`config.mk`:
```
export PLATFORM = sky130hd
export DESIGN_NAME = qbio_port
export DESIGN_NICKNAME = d
export VERILOG_FILES = /design/src/rtl/qbio_pkg.sv /design/src/rtl/qbio_latch_bank.sv /design/src/rtl/qbio_boost.sv /design/src/rtl/qbio_pad_cell.sv /design/src/rtl/qbio_port.sv
export SDC_FILE = /design/constraint.sdc
export NUM_CORES = 1
export LEC_CHECK = 0
export BUFFER_PORTS_ARGS = -buffer_cell sky130_fd_sc_hd__buf_2
export CAP_MARGIN = 25
export CELL_PAD_IN_SITES_DETAIL_PLACEMENT = 0
export CELL_PAD_IN_SITES_GLOBAL_PLACEMENT = 1
export CORE_ASPECT_RATIO = 0.6
export CORE_UTILIZATION = 34
export DETAILED_ROUTE_END_ITERATION = 6
export HOLD_SLACK_MARGIN = 0.06
export PLACE_DENSITY = 0.92
export SETUP_SLACK_MARGIN = 0.3
export SLEW_MARGIN = 30
export SYNTH_ARGS = -nofsm -noshare
export SYNTH_HDL_FRONTEND = slang
export SYNTH_SLANG_ARGS = --single-unit
```
`constraint.sdc`:
```
create_clock -name clk -period 1.9 [get_ports clk]
set_input_delay 0.38 -clock clk [delete_from_list [all_inputs] [get_ports clk]]
set_output_delay 0.38 -clock clk [all_outputs]
set_load 0.02 [all_outputs]
```
`src/rtl/qbio_pkg.sv`:
```
package qbio_pkg;
  localparam int STATE_W = 3;
  localparam logic [STATE_W-1:0] ST_S1 = 3'd0;
  localparam logic [STATE_W-1:0] ST_S6 = 3'd5;
  typedef enum logic {PH_1 = 1'b0, PH_2 = 1'b1} phase_e;
endpackage

```
`src/rtl/qbio_latch_bank.sv`:
```
module qbio_latch_bank #(
  parameter int WIDTH = 8
) (
  input  logic             clk,
  input  logic             rst_n,
  input  logic             wr_en,
  input  logic [WIDTH-1:0] wdata,
  input  logic             in_p1,
  output logic [WIDTH-1:0] latch_q,
  output logic [WIDTH-1:0] held_q,
  output logic [WIDTH-1:0] buf_q
);
  logic [WIDTH-1:0] latch_d;
  logic [WIDTH-1:0] held_d;

  always_comb begin
    latch_d = latch_q;
    if (wr_en) latch_d = wdata;
    held_d = held_q;
    if (in_p1) held_d = latch_q;
    buf_q = in_p1 ? latch_q : held_q;
  end

  always_ff @(posedge clk or negedge rst_n) begin
    if (!rst_n) begin
      latch_q <= '1;
      held_q  <= '1;
    end else begin
      latch_q <= latch_d;
      held_q  <= held_d;
    end
  end
endmodule

```
`src/rtl/qbio_boost.sv`:
```
module qbio_boost #(
  parameter int WIDTH = 8
) (
  input  logic             clk,
  input  logic             rst_n,
  input  logic             in_s1,
  input  logic             in_p1,
  input  logic [WIDTH-1:0] buf_q,
  input  logic [WIDTH-1:0] held_q,
  output logic [WIDTH-1:0] boost
);
  logic [WIDTH-1:0] rise;
  logic [WIDTH-1:0] boost_q;
  logic [WIDTH-1:0] boost_d;

  always_comb begin
    rise    = buf_q & ~held_q;
    boost_d = '0;
    if (in_s1 && in_p1)  boost_d = rise;
    if (in_s1 && !in_p1) boost_d = boost_q;
    boost = '0;
    if (in_s1) boost = in_p1 ? rise : boost_q;
  end

  always_ff @(posedge clk or negedge rst_n) begin
    if (!rst_n) boost_q <= '0;
    else        boost_q <= boost_d;
  end
endmodule

```
`src/rtl/qbio_pad_cell.sv`:
```
module qbio_pad_cell (
  input  logic buf_bit,
  input  logic alt_bit,
  input  logic ext_low,
  input  logic boost_bit,
  output logic drv_low,
  output logic weak_en,
  output logic strong_en,
  output logic level
);
  logic release_pin;

  always_comb begin
    release_pin = buf_bit & alt_bit;
    drv_low     = ~release_pin;
    weak_en     = release_pin;
    strong_en   = boost_bit & release_pin;
    level       = ~(drv_low | ext_low);
  end
endmodule

```
`src/rtl/qbio_port.sv`:
```
module qbio_port
  import qbio_pkg::*;
#(
  parameter int WIDTH = 8
) (
  input  logic               clk,
  input  logic               rst_n,
  input  logic [STATE_W-1:0] state,
  input  logic               phase,
  input  logic               wr_latch,
  input  logic [WIDTH-1:0]   bus_wdata,
  input  logic               rd_latch,
  input  logic               rd_pin,
  output logic [WIDTH-1:0]   bus_rdata,
  input  logic [WIDTH-1:0]   alt_out,
  output logic [WIDTH-1:0]   alt_in,
  input  logic [WIDTH-1:0]   ext_pull_low,
  output logic [WIDTH-1:0]   drive_low,
  output logic [WIDTH-1:0]   weak_pu,
  output logic [WIDTH-1:0]   strong_pu,
  output logic [WIDTH-1:0]   pin_level
);
  logic             in_p1;
  logic             in_s1;
  logic [WIDTH-1:0] latch_q;
  logic [WIDTH-1:0] held_q;
  logic [WIDTH-1:0] buf_q;
  logic [WIDTH-1:0] boost;

  assign in_p1 = (phase == PH_1);
  assign in_s1 = (state == ST_S1);

  qbio_latch_bank #(.WIDTH(WIDTH)) u_bank (
    .clk(clk), .rst_n(rst_n), .wr_en(wr_latch), .wdata(bus_wdata),
    .in_p1(in_p1), .latch_q(latch_q), .held_q(held_q), .buf_q(buf_q)
  );

  qbio_boost #(.WIDTH(WIDTH)) u_boost (
    .clk(clk), .rst_n(rst_n), .in_s1(in_s1), .in_p1(in_p1),
    .buf_q(buf_q), .held_q(held_q), .boost(boost)
  );

  for (genvar b = 0; b < WIDTH; b++) begin : g_pad
    qbio_pad_cell u_pad (
      .buf_bit(buf_q[b]), .alt_bit(alt_out[b]), .ext_low(ext_pull_low[b]),
      .boost_bit(boost[b]), .drv_low(drive_low[b]), .weak_en(weak_pu[b]),
      .strong_en(strong_pu[b]), .level(pin_level[b])
    );
  end

  assign alt_in = pin_level;

  always_comb begin
    bus_rdata = '0;
    if (rd_latch)    bus_rdata = latch_q;
    else if (rd_pin) bus_rdata = pin_level;
  end
endmodule

```
==> results.md <==
- Of the synthesized area, sequential elements account for 0.358.
- The worst setup path is captured at an output port.
- Summing all placed instances gives a cell area of approximately 2000 µm².
- The number of nets in the layout is approximately 310.
- After technology mapping, the gate count stands at 186.
- The first global-routing pass estimated around 7.3 mm of wire.
- For this run, the total global-route usage over all layers was measured as 0.178.
- The number of global-route vias before repair is approximately 1500.
- The number of different library cells in the post-synthesis netlist is 23.
- For this block, the routed nets add up to roughly 4.7 mm of wire.
- The clock transition time at the flip-flop clock pins of the worst setup and hold paths is around 0.090 ns.
- The worst hold path belongs to the class in2async.
- The final max-slew violation count is 0.
- The time the worst path needs with I/O delays and setup is about 2 ns.
- Of the cells placed in the final design, the portion with a size suffix greater than 1 is 0.796.
- The insertion delay of the later-clocked pin in the worst-skew pair is roughly 0.26 ns.
- The worst-case vdd ir drop is ~430 µV.
- The setup clock skew after layout is between 0.002 and 0.0025 ns.
- The flow ran to the end, but the final reports show violations.
- The leftover overflow at the end of global routing is 0.
- After the flow finishes, the layout carries non-filler instances totaling 343.
- The cell depth of the worst flop-to-flop path is 11.
- The layout overhead on the synthesized area is 72.0%.
- The required time of the critical path is around 1.5 ns.
- The initialized floorplan defines 19 standard-cell rows.
- The worst-case setup slack after placement is ~0.069 ns.
- The checks that failed: setup timing.
- The number of port buffers is 80.
- The placed instance count is between 200 and 300.
- TritonCTS built the clock tree.
- The initial core utilization is 0.367.
- Routability-driven placement finished with a final weighted congestion of 0.684.
- The number of synthesized register bits is 24.
- In this run the count of I/O pins placed on the die edge is between 80 and 90.
- The worst setup path category is reg2out.
- Summing internal, switching and leakage power gives between 1.5 and 2 mW.
- Setup repair after global routing could not meet its margin everywhere.
- At the pin with the least slew margin, the transition time is 0.539 ns.
- After floorplanning, the core was sized to cover roughly 4700 µm².
- The register-to-register setup slack is 0.29 ns.
- After detailed routing, the number of vias per cell comes to ~4.7.
- The H-tree level count is 1.
- The startpoint identified for the worst register-to-register timing path is u_bank.held_q[7].
- The post-route antenna net violation count is 0.
- The worst setup path is launched from a register.
- The first TritonRoute pass finished after 5 iterations.
- The number of buffers inserted during clock tree synthesis is 3.
- Headroom to the max-slew limit came out at 0.641.
- For this run, the top clock speed supported by timing is approximately 510 MHz.
- CTS saw 24 sinks.
- The width of the die is roughly 94 µm.
- The arrival time reported for the critical path endpoint is 1.58 ns.
- Setup violations remaining at the end of the flow were counted as 8.
- The initial antenna violation count came to 0.
- Setup slack on the critical path of the routed design comes to -0.0570 ns.
- The post-detailed-route DRC marker count is 0.
- The pin count of the biggest net entering global routing is 25.
- The final period utilization is 1.03.
- The number of vias in the routed layout is 1614.
- In this run the worst path has a maximum fanout of 3.
- The total count of hold-check failures in the final report is 0.
- Clock tree synthesis selected as its root buffer the cell sky130_fd_sc_hd__clkbuf_8.
- The floorplan step defined a die boundary enclosing 5400 µm².
- From bottom edge to top edge, the die measures between 50 and 60 µm.
- The number of antenna diodes in the final layout is 0.
- The post-synthesis instance area is about 1700 µm².
- The final worst hold slack is between 0.08 and 0.09 ns.
- The power density normalized to cell area is 665 nW/µm².
- After routing the design area is 2980 µm².
- The leakage dissipation is roughly 1.4 nW.
- The total of warnings raised by yosys is 0.
- The post-synthesis average cell area is roughly 9.3 µm².
- In this run the critical register-to-register path is captured at u_bank.held_q[7].
- The longest clock path from root to sink contains 2 buffers.
- The net count of the mapped netlist is approximately 220.
- Dividing the detail-routed wire length by the instance count gives ~14 µm.
- The placed wire-length estimate after detailed placement is between 2 and 3 mm.
- The number of max-capacitance violations reported is 0.
- The count of routing violations after the opening detailed-route iteration is 28.
[worst max path at each step]
stage / startpoint / to / slack (ns) / depth (start not counted)
2_1_floorplan: state[1] / strong_pu[1] / 0.19 / 5
3_3_place_gp: phase / strong_pu[7] / 0.09 / 5
3_5_place_dp: phase / strong_pu[0] / 0.07 / 5
4_1_cts: u_bank.latch_q[2] / strong_pu[2] / -0.06 / 3
5_1_grt: u_bank.latch_q[0] / strong_pu[0] / -0.13 / 3
6_report: u_bank.latch_q[2] / strong_pu[2] / -0.06 / 3
[routing by layer]
layer | vias up | part of all wire | global-route usage
met4 | 0 | 0.0046 | 0.0264
met1 | 775 | 0.43 | 0.229
met3 | 2 | 0.053 | 0.0427
li1 | 788 | - | -
met5 | - | 0 | 0
met2 | 49 | 0.51 | 0.312
[final cells by class]
| type | count | area, µm² |
|---|---|---|
| clock buffers | 3 | 41.3 |
| clock inverters | 1 | 30.0 |
| fillers | 409 | 1750 |
| inverters | 16 | 70.1 |
| multi-input cells | 98 | 955 |
| flip-flops and latches | 24 | 621 |
| well taps | 63 | 78.8 |
| repair buffers | 138 | 1190 |
[timing repair]
item / CTS / global route
resized for setup: 106 / 40
gates cloned: 2 / 0
pin swaps: 2 / 7
hold buffers: 0 / 0
endpoints found under the setup margin: 48 / 50
setup buffers: 35 / 12
[cells in the final DEF, fill, tap and decap left out]
cell,synthesis,layout
sky130_fd_sc_hd__bufbuf_16,0,2
sky130_fd_sc_hd__nor2_1,8,4
sky130_fd_sc_hd__buf_4,41,59
sky130_fd_sc_hd__bufinv_16,0,1
sky130_fd_sc_hd__mux2_2,8,8
sky130_fd_sc_hd__inv_1,16,8
sky130_fd_sc_hd__inv_2,0,4
sky130_fd_sc_hd__nand2_1,24,16
sky130_fd_sc_hd__o41ai_4,0,3
sky130_fd_sc_hd__clkbuf_8,0,3
sky130_fd_sc_hd__or3_1,1,1
sky130_fd_sc_hd__nand2b_1,1,1
sky130_fd_sc_hd__nor2_4,0,4
sky130_fd_sc_hd__or3b_4,0,8
sky130_fd_sc_hd__nand2_2,0,8
sky130_fd_sc_hd__mux2i_4,0,5
sky130_fd_sc_hd__buf_8,0,2
sky130_fd_sc_hd__mux2i_1,8,3
sky130_fd_sc_hd__a21oi_1,8,8
sky130_fd_sc_hd__nor3_4,0,4
sky130_fd_sc_hd__buf_12,0,2
sky130_fd_sc_hd__dfrtp_1,8,8
sky130_fd_sc_hd__buf_6,3,39
sky130_fd_sc_hd__a211oi_2,5,8
sky130_fd_sc_hd__buf_2,2,34
sky130_fd_sc_hd__dfstp_2,16,16
sky130_fd_sc_hd__o41ai_2,6,5
sky130_fd_sc_hd__inv_4,0,4
sky130_fd_sc_hd__nor3_2,0,4
sky130_fd_sc_hd__nand3_1,8,8
[stage by stage]
stage / util / TNS (ns)
2_1_floorplan: - / 0
3_3_place_gp: 0.422 / 0
6_report: 0.631 / -0.301
4_1_cts: 0.578 / -0.404
5_1_grt: 0.631 / -0.918
3_5_place_dp: 0.422 / 0
[power by group]
group	internal [mW]	total (mW)	switching, mW
registers	0.590	0.633	0.0434
logic	0.499	0.900	0.402
clock network	0.282	0.449	0.168
[cells in the mapped netlist]
library cell,instances,share of area
sky130_fd_sc_hd__a211oi_1,3,0.013
sky130_fd_sc_hd__a211oi_2,5,0.036
sky130_fd_sc_hd__a21oi_1,8,0.023
sky130_fd_sc_hd__buf_2,2,0.0058
sky130_fd_sc_hd__buf_4,41,0.18
sky130_fd_sc_hd__buf_6,3,0.019
sky130_fd_sc_hd__clkbuf_1,1,0.0022
sky130_fd_sc_hd__clkbuf_2,1,0.0029
sky130_fd_sc_hd__dfrtp_1,8,0.12
sky130_fd_sc_hd__dfstp_2,16,0.24
sky130_fd_sc_hd__inv_1,16,0.035
sky130_fd_sc_hd__mux2_2,8,0.052
sky130_fd_sc_hd__mux2i_1,8,0.046
sky130_fd_sc_hd__nand2_1,24,0.052
sky130_fd_sc_hd__nand2b_1,1,0.0036
sky130_fd_sc_hd__nand3_1,8,0.023
sky130_fd_sc_hd__nor2_1,8,0.017
sky130_fd_sc_hd__nor3_1,8,0.023
sky130_fd_sc_hd__o41ai_1,2,0.010
sky130_fd_sc_hd__o41ai_2,6,0.056
sky130_fd_sc_hd__or3_1,1,0.0036
sky130_fd_sc_hd__or3b_1,6,0.030
sky130_fd_sc_hd__or3b_2,2,0.010
[flip-flops by register name, indices dropped and copies added (netlist names)]
register	flops
u_bank.held_q	8
u_bank.latch_q	8
u_boost.boost_q	8
[worst max-delay path, stage by stage (launching register included)]
cell and delay [ns]:
sky130_fd_sc_hd__dfstp_2 0.57, sky130_fd_sc_hd__or3b_4 0.39, sky130_fd_sc_hd__a211oi_2 0.18, sky130_fd_sc_hd__buf_4 0.17
[cell families after synthesis]
kind of cell           count (synthesis)  synth area share
AO/OA/AOI/OAI                         24             0.139
buffers and inverters                 64             0.242
flip-flops                            24             0.358
multiplexers                          16            0.0981
AND/OR/NAND/NOR                       58             0.163
Power figures use the tool's default switching activity.
